### src/rtl/cs_dma_pkg.sv
`timescale 1ns/1ps
package cs_dma_pkg;
  typedef enum logic [2:0] {
    ST_IDLE,
    ST_CHECK,
    ST_REQ,
    ST_MOVE,
    ST_RELEASE
  } dma_state_e;

  localparam int REG_AW = 3;
  localparam logic [REG_AW-1:0] OFF_CTRL  = 3'd0;
  localparam logic [REG_AW-1:0] OFF_DEV   = 3'd1;
  localparam logic [REG_AW-1:0] OFF_ADDR  = 3'd2;
  localparam logic [REG_AW-1:0] OFF_COUNT = 3'd3;
  localparam logic [REG_AW-1:0] OFF_STAT  = 3'd4;
endpackage

### src/rtl/cs_dma_counter.sv
`timescale 1ns/1ps
module cs_dma_counter #(
  parameter int AW = 16,
  parameter int CW = 16
) (
  input  logic          clk,
  input  logic          rst_n,
  input  logic          ld_addr,
  input  logic          ld_count,
  input  logic [AW-1:0] addr_in,
  input  logic [CW-1:0] count_in,
  input  logic          step,
  output logic [AW-1:0] cur_addr,
  output logic [CW-1:0] cur_count,
  output logic          count_zero
);
  localparam logic [AW-1:0] ADDR_ONE  = AW'(1);
  localparam logic [CW-1:0] COUNT_ONE = CW'(1);

  function automatic logic [AW-1:0] addr_inc(input logic [AW-1:0] a);
    return a + ADDR_ONE;
  endfunction

  function automatic logic [CW-1:0] count_dec(input logic [CW-1:0] c);
    return c - COUNT_ONE;
  endfunction

  always_ff @(posedge clk or negedge rst_n) begin
    if (!rst_n) begin
      cur_addr  <= '0;
      cur_count <= '0;
    end else begin
      if (ld_addr)   cur_addr  <= addr_in;
      else if (step) cur_addr  <= addr_inc(cur_addr);
      if (ld_count)  cur_count <= count_in;
      else if (step) cur_count <= count_dec(cur_count);
    end
  end

  assign count_zero = (cur_count == '0);
endmodule

### src/rtl/cs_dma_regs.sv
`timescale 1ns/1ps
module cs_dma_regs import cs_dma_pkg::*; #(
  parameter int DW   = 16,
  parameter int AW   = 16,
  parameter int CW   = 16,
  parameter int DEVW = 4
) (
  input  logic              clk,
  input  logic              rst_n,
  input  logic              cfg_wr,
  input  logic              cfg_rd,
  input  logic [REG_AW-1:0] cfg_addr,
  input  logic [DW-1:0]     cfg_wdata,
  input  logic              busy,
  input  logic              fin,
  input  logic [AW-1:0]     cur_addr,
  input  logic [CW-1:0]     cur_count,
  output logic              go,
  output logic              dir,
  output logic [DEVW-1:0]   dev,
  output logic              ld_addr,
  output logic              ld_count,
  output logic [AW-1:0]     addr_in,
  output logic [CW-1:0]     count_in,
  output logic              irq,
  output logic [DW-1:0]     cfg_rdata
);
  logic wr_ok;
  logic done_q;
  logic status_clr;

  assign wr_ok      = cfg_wr && !busy;
  assign go         = wr_ok && (cfg_addr == OFF_CTRL) && cfg_wdata[0];
  assign ld_addr    = wr_ok && (cfg_addr == OFF_ADDR);
  assign ld_count   = wr_ok && (cfg_addr == OFF_COUNT);
  assign addr_in    = AW'(cfg_wdata);
  assign count_in   = CW'(cfg_wdata);
  assign status_clr = cfg_rd && (cfg_addr == OFF_STAT);

  always_ff @(posedge clk or negedge rst_n) begin
    if (!rst_n) begin
      dir <= 1'b0;
      dev <= '0;
    end else begin
      if (wr_ok && cfg_addr == OFF_CTRL) dir <= cfg_wdata[1];
      if (wr_ok && cfg_addr == OFF_DEV)  dev <= cfg_wdata[DEVW-1:0];
    end
  end

  always_ff @(posedge clk or negedge rst_n) begin
    if (!rst_n)          done_q <= 1'b0;
    else if (fin)        done_q <= 1'b1;
    else if (go)         done_q <= 1'b0;
    else if (status_clr) done_q <= 1'b0;
  end

  assign irq = done_q;

  always_comb begin
    cfg_rdata = '0;
    case (cfg_addr)
      OFF_CTRL:  cfg_rdata[1] = dir;
      OFF_DEV:   cfg_rdata = DW'(dev);
      OFF_ADDR:  cfg_rdata = DW'(cur_addr);
      OFF_COUNT: cfg_rdata = DW'(cur_count);
      OFF_STAT:  cfg_rdata[1:0] = {done_q, busy};
      default:   cfg_rdata = '0;
    endcase
  end


  done_sets_irq_chk: assert property (@(posedge clk) disable iff (!rst_n)
    fin |=> irq);


  irq_holds_chk: assert property (@(posedge clk) disable iff (!rst_n)
    (irq && !status_clr && !go) |=> irq);


  busy_locks_cfg_chk: assert property (@(posedge clk) disable iff (!rst_n)
    busy |=> ($stable(dir) && $stable(dev)));
endmodule

### src/rtl/cs_dma_fsm.sv
`timescale 1ns/1ps
module cs_dma_fsm import cs_dma_pkg::*; (
  input  logic clk,
  input  logic rst_n,
  input  logic go,
  input  logic count_zero,
  input  logic dev_ready,
  input  logic bus_ack,
  output logic busy,
  output logic bus_req,
  output logic xfer,
  output logic fin
);
  dma_state_e state_q, state_d;

  always_ff @(posedge clk or negedge rst_n) begin
    if (!rst_n) state_q <= ST_IDLE;
    else        state_q <= state_d;
  end

  always_comb begin
    state_d = state_q;
    bus_req = 1'b0;
    xfer    = 1'b0;
    fin     = 1'b0;
    case (state_q)
      ST_IDLE: begin
        if (go) begin
          if (count_zero) fin = 1'b1;
          else            state_d = ST_CHECK;
        end
      end
      ST_CHECK: begin
        if (dev_ready) state_d = ST_REQ;
      end
      ST_REQ: begin
        bus_req = 1'b1;
        if (bus_ack) state_d = ST_MOVE;
      end
      ST_MOVE: begin
        bus_req = 1'b1;
        if (bus_ack) begin
          xfer    = 1'b1;
          state_d = ST_RELEASE;
        end else begin
          state_d = ST_REQ;
        end
      end
      ST_RELEASE: begin
        if (count_zero) begin
          fin     = 1'b1;
          state_d = ST_IDLE;
        end else begin
          state_d = ST_CHECK;
        end
      end
      default: state_d = ST_IDLE;
    endcase
  end

  assign busy = (state_q != ST_IDLE);


  release_gap_chk: assert property (@(posedge clk) disable iff (!rst_n)
    xfer |=> !bus_req);


  req_after_ready_chk: assert property (@(posedge clk) disable iff (!rst_n)
    $rose(bus_req) |-> $past(dev_ready));


  move_owned_chk: assert property (@(posedge clk) disable iff (!rst_n)
    xfer |-> $past(bus_req));


  zero_no_req_chk: assert property (@(posedge clk) disable iff (!rst_n)
    (go && count_zero && !busy) |=> (!bus_req && !busy));
endmodule

### src/rtl/cs_dma_ctrl.sv
`timescale 1ns/1ps
module cs_dma_ctrl import cs_dma_pkg::*; #(
  parameter int DW   = 16,
  parameter int AW   = 16,
  parameter int CW   = 16,
  parameter int DEVW = 4
) (
  input  logic              clk,
  input  logic              rst_n,
  input  logic              cfg_wr,
  input  logic              cfg_rd,
  input  logic [REG_AW-1:0] cfg_addr,
  input  logic [DW-1:0]     cfg_wdata,
  output logic [DW-1:0]     cfg_rdata,
  output logic [DEVW-1:0]   dev_sel,
  input  logic              dev_ready,
  input  logic [DW-1:0]     dev_rd_data,
  output logic [DW-1:0]     dev_wr_data,
  output logic              dev_strobe,
  output logic              bus_req,
  input  logic              bus_ack,
  output logic              mem_en,
  output logic              mem_we,
  output logic [AW-1:0]     mem_addr,
  output logic [DW-1:0]     mem_wdata,
  input  logic [DW-1:0]     mem_rdata,
  output logic              irq
);
  logic          go, dir, busy, xfer, fin;
  logic          ld_addr, ld_count, count_zero;
  logic [AW-1:0] addr_in, cur_addr;
  logic [CW-1:0] count_in, cur_count;

  cs_dma_regs #(.DW(DW), .AW(AW), .CW(CW), .DEVW(DEVW)) regs_i (
    .clk(clk), .rst_n(rst_n),
    .cfg_wr(cfg_wr), .cfg_rd(cfg_rd), .cfg_addr(cfg_addr), .cfg_wdata(cfg_wdata),
    .busy(busy), .fin(fin), .cur_addr(cur_addr), .cur_count(cur_count),
    .go(go), .dir(dir), .dev(dev_sel),
    .ld_addr(ld_addr), .ld_count(ld_count), .addr_in(addr_in), .count_in(count_in),
    .irq(irq), .cfg_rdata(cfg_rdata)
  );

  cs_dma_counter #(.AW(AW), .CW(CW)) cnt_i (
    .clk(clk), .rst_n(rst_n),
    .ld_addr(ld_addr), .ld_count(ld_count), .addr_in(addr_in), .count_in(count_in),
    .step(xfer), .cur_addr(cur_addr), .cur_count(cur_count), .count_zero(count_zero)
  );

  cs_dma_fsm fsm_i (
    .clk(clk), .rst_n(rst_n), .go(go), .count_zero(count_zero),
    .dev_ready(dev_ready), .bus_ack(bus_ack),
    .busy(busy), .bus_req(bus_req), .xfer(xfer), .fin(fin)
  );

  assign mem_en      = xfer;
  assign mem_we      = xfer && !dir;
  assign mem_addr    = cur_addr;
  assign mem_wdata   = dev_rd_data;
  assign dev_wr_data = mem_rdata;
  assign dev_strobe  = xfer;


  count_step_chk: assert property (@(posedge clk) disable iff (!rst_n)
    xfer |=> (cur_count == $past(cur_count) - CW'(1)));


  addr_step_chk: assert property (@(posedge clk) disable iff (!rst_n)
    xfer |=> (cur_addr == $past(cur_addr) + AW'(1)));


  idle_quiet_chk: assert property (@(posedge clk) disable iff (!rst_n)
    !busy |-> (!bus_req && !mem_en));
endmodule

### config.mk
export PLATFORM = sky130hd
export DESIGN_NAME = cs_dma_ctrl
export DESIGN_NICKNAME = d
export VERILOG_FILES = /design/src/rtl/cs_dma_pkg.sv /design/src/rtl/cs_dma_counter.sv /design/src/rtl/cs_dma_regs.sv /design/src/rtl/cs_dma_fsm.sv /design/src/rtl/cs_dma_ctrl.sv
export SDC_FILE = /design/constraint.sdc
export NUM_CORES = 1
export LEC_CHECK = 0
export CORE_MARGIN = 5
export CORE_UTILIZATION = 43
export DETAILED_ROUTE_END_ITERATION = 10
export PLACE_DENSITY = 0.83
export SYNTH_ARGS = -nofsm -noshare
export SYNTH_HDL_FRONTEND = slang
export SYNTH_SLANG_ARGS = --single-unit
export TNS_END_PERCENT = 5
### constraint.sdc
create_clock -name clk -period 2.5 [get_ports clk]
set_input_delay 0.5 -clock clk [delete_from_list [all_inputs] [get_ports clk]]
set_output_delay 0.5 -clock clk [all_outputs]
set_load 0.005 [all_outputs]
==> results.ini <==
[outcome]
run_status = finished, final reports clean

[place]
hpwlAfterDp_um = 6190
gp_congestion = 0.895
port_buffers = 65
pre_cts_slack_ns = -0.310

[timing]
fmax_mhz = 411
worst_pin_slew_ns = 0.929
relSlewSlack_pct = 38.1
slew_violations = 0
finalSetupViolCount = 0
finalHoldViolCount = 0
finalWorstSetupSlack_ns = 0.0651
finClkSkew_ns = 0.0111
period_share_pct = 97.4
rsz0062_at_grt = yes
tns_ns = 0
min_period_ns = 2.43

[final_layout]
drive_gt1_share_pct = 14.4
diodes = 0
fillers = 598
multi_input_area_um2 = 1540
regArea_um2 = 1030
area_growth_pct = 25.2
nets = 439

[logic_synthesis]
synth_area_leader_cell = dfrtp_1
synth.avg_cell_area_um2 = 8.75
synth_edf_count = 0
synth_seq_area_share_pct = 35.2
netlist_instances = 333
synthTopCellsByArea = dfrtp_1 35%, buf_4 8.8%, nand2_1 4.5%
synth_cell_types = 51
synth_nets = 392
yosys-top-cells-count = 41 x dfrtp_1, 35 x nand2_1, 34 x buf_4, 26 x nor2_1, 19 x nand3_1
netlist_area_um2 = 2910
synth-main-ff-cell = dfrtp_1
yosys_warnings = 0
yosysMostFrequentCell = dfrtp_1
async_reset_ff_share_pct = 100
yosys.area.top_type_share_pct = 35.2
synth-seq-cells = 41

[drt]
ant_nets = 0
drt_iter0_markers = 211
route.vias.total = 2816
routedWlPerCell_um = 18.2
via_per_inst = 6.11
drt_wl_total_um = 8370
drc_errors = 0
dr.pass1.iters = 5

[grt]
antenna_found_initial = 0
grt_start_max_net_pins = 42
grtUsageTotal_pct = 20.5
grt_pass1_vias = 2797
grt_pass1_wl_um = 14200
grt_overflow = 0

[floorplan]
die_area_um2 = 8520
die_h_um = 92.3
num_rows = 30
initial_utilization_pct = 43.6
fp.dieW_um = 92.3
core_area_um2 = 6680
ios = 130

[clock_tree]
cts.sinks = 41
cts_inserted_buffers = 5
cts_tree = built
clock_latency_ns = 0.30
cts_buffer_depth = 2
postCtsSetupBuffers = 0
htree_levels = 2
cts_root_buffer = clkbuf_8
path_clk_slew_ns = 0.09

[worst_setup_path]
startpoint_type = input port
crit_arrival_ns = 1.93
critPathKind = in2out
crit_path_max_fanout = 9
worstSetupEndpointType = primary output
cp_data_required_time_ns = 2.00

[pwr]
ir_worst_vdd_uv = 486
p_leak_nw = 1.51
p_per_area_nw_per_um2 = 935

[worst_hold_path]
hold_path_class = in2async

[run]
cap_violations = 0

-- placed cells by master (no fill, tap or decap), types with 7 or more instances in the layout --
| master | Yosys | routed |
|---|---|---|
| dfrtp_1 | 41 | 41 |
| o21ai_0 | 15 | 15 |
| clkdlybuf4s50_1 | 0 | 60 |
| a21oi_1 | 7 | 7 |
| mux2i_1 | 13 | 13 |
| inv_1 | 8 | 7 |
| nand3_1 | 19 | 19 |
| a22oi_1 | 11 | 11 |
| nor2_1 | 26 | 26 |
| mux2_2 | 8 | 8 |
| xor2_1 | 7 | 7 |
| o311ai_0 | 8 | 8 |
| buf_4 | 34 | 23 |
| nand4_1 | 12 | 12 |
| nand2_1 | 35 | 35 |
-- cell type report --
cell class,count,area share [%]
Clock buffer,6,1.99
Multi-Input combinational cell,233,42.1
Sequential cell,41,28.1
Timing Repair Buffer,91,23.8
Clock inverter,2,0.412
Tap cell,80,2.74
Inverter,8,0.823
-- registers in the layout, summed over array words and instances (netlist names) --
signal,cells
cnt_i.cur_addr,16
cnt_i.cur_count,16
fsm_i.state_q,3
regs_i.dev,4
regs_i.dir,1
regs_i.irq,1
-- metal layers --
| metal | vias up | GRT usage, % | wire length [um] |
|---|---|---|---|
| met1 | 1361 | 27.5 | 3500 |
| met4 | 0 | 4.46 | 102 |
| met2 | 140 | 33.4 | 4040 |
| met5 | - | 0 | 0 |
| li1 | 1300 | - | - |
| met3 | 15 | 5.36 | 729 |
-- per-stage QoR --
stage	utilization, %	cells	power, mW	area [um2]	hold WS (ns)
floorplan	-	333	2.17	2910	0.204
global placement	53.1	453	2.89	3550	0.518
detailed placement	53.1	453	2.96	3550	0.520
CTS	54.6	461	3.41	3640	0.359
global route	54.6	461	3.68	3650	0.407
finish	54.6	461	3.41	3650	0.329
-- worst max-delay path: stages --
cell and delay (ns):
clkdlybuf4s50_1 0.44, buf_4 0.18, nor2b_2 0.12, a22oi_1 0.10, nor2_1 0.09, clkdlybuf4s50_1 0.50
-- timing repair --
| item | 4_1_cts | 5_1_grt |
|---|---|---|
| endpoints found under the setup margin | 16 | 6 |
| hold buffers | 0 | 0 |
| gates cloned | 0 | 0 |
| pin swaps | 0 | 0 |
| resized for setup | 6 | 5 |
-- path summary, 6_finish.rpt --
| path | startpoint | endpoint | slack [ns] | cells after the start |
|---|---|---|---|---|
| worst max-delay path | cfg_addr[1] | cfg_rdata[2] | 0.07 | 6 |
| worst max register to register | cnt_i.cur_count[0] | cnt_i.cur_count[12] | 0.49 | 6 |
| min in group clk | regs_i.dev[1] | regs_i.dev[1] | 0.54 | 1 |
| max in group asynchronous | rst_n | fsm_i.state_q[2] | 1.58 | 1 |
| worst min-delay path | rst_n | cnt_i.cur_addr[13] | 0.33 | 1 |
| worst min register to register | regs_i.dev[1] | regs_i.dev[1] | 0.54 | 1 |
-- logic make-up (layout without fill, tap and decap cells) --
logic type	count (synthesis)	after routing	share of synthesized area, %
buffers and inverters	59	107	12.4
muxes	21	21	7.56
and+or+nand+nor	133	133	24.8
DFF	41	41	35.2
xor gates and xnor gates	7	7	2.10
adders and majority gates	2	2	0.859
AOI/OAI and AO/OA	70	70	17.1
-- power by group --
group          internal [mW]  switching [mW]  total [mW]  leakage [nW]
Clock                  0.197           0.251       0.448        0.0374
Combinational          0.854           0.624        1.48         0.953
Sequential             0.952           0.533        1.48         0.520
Total                   2.00            1.41        3.41          1.51
Note: power is estimated with default switching activity, not from simulation.
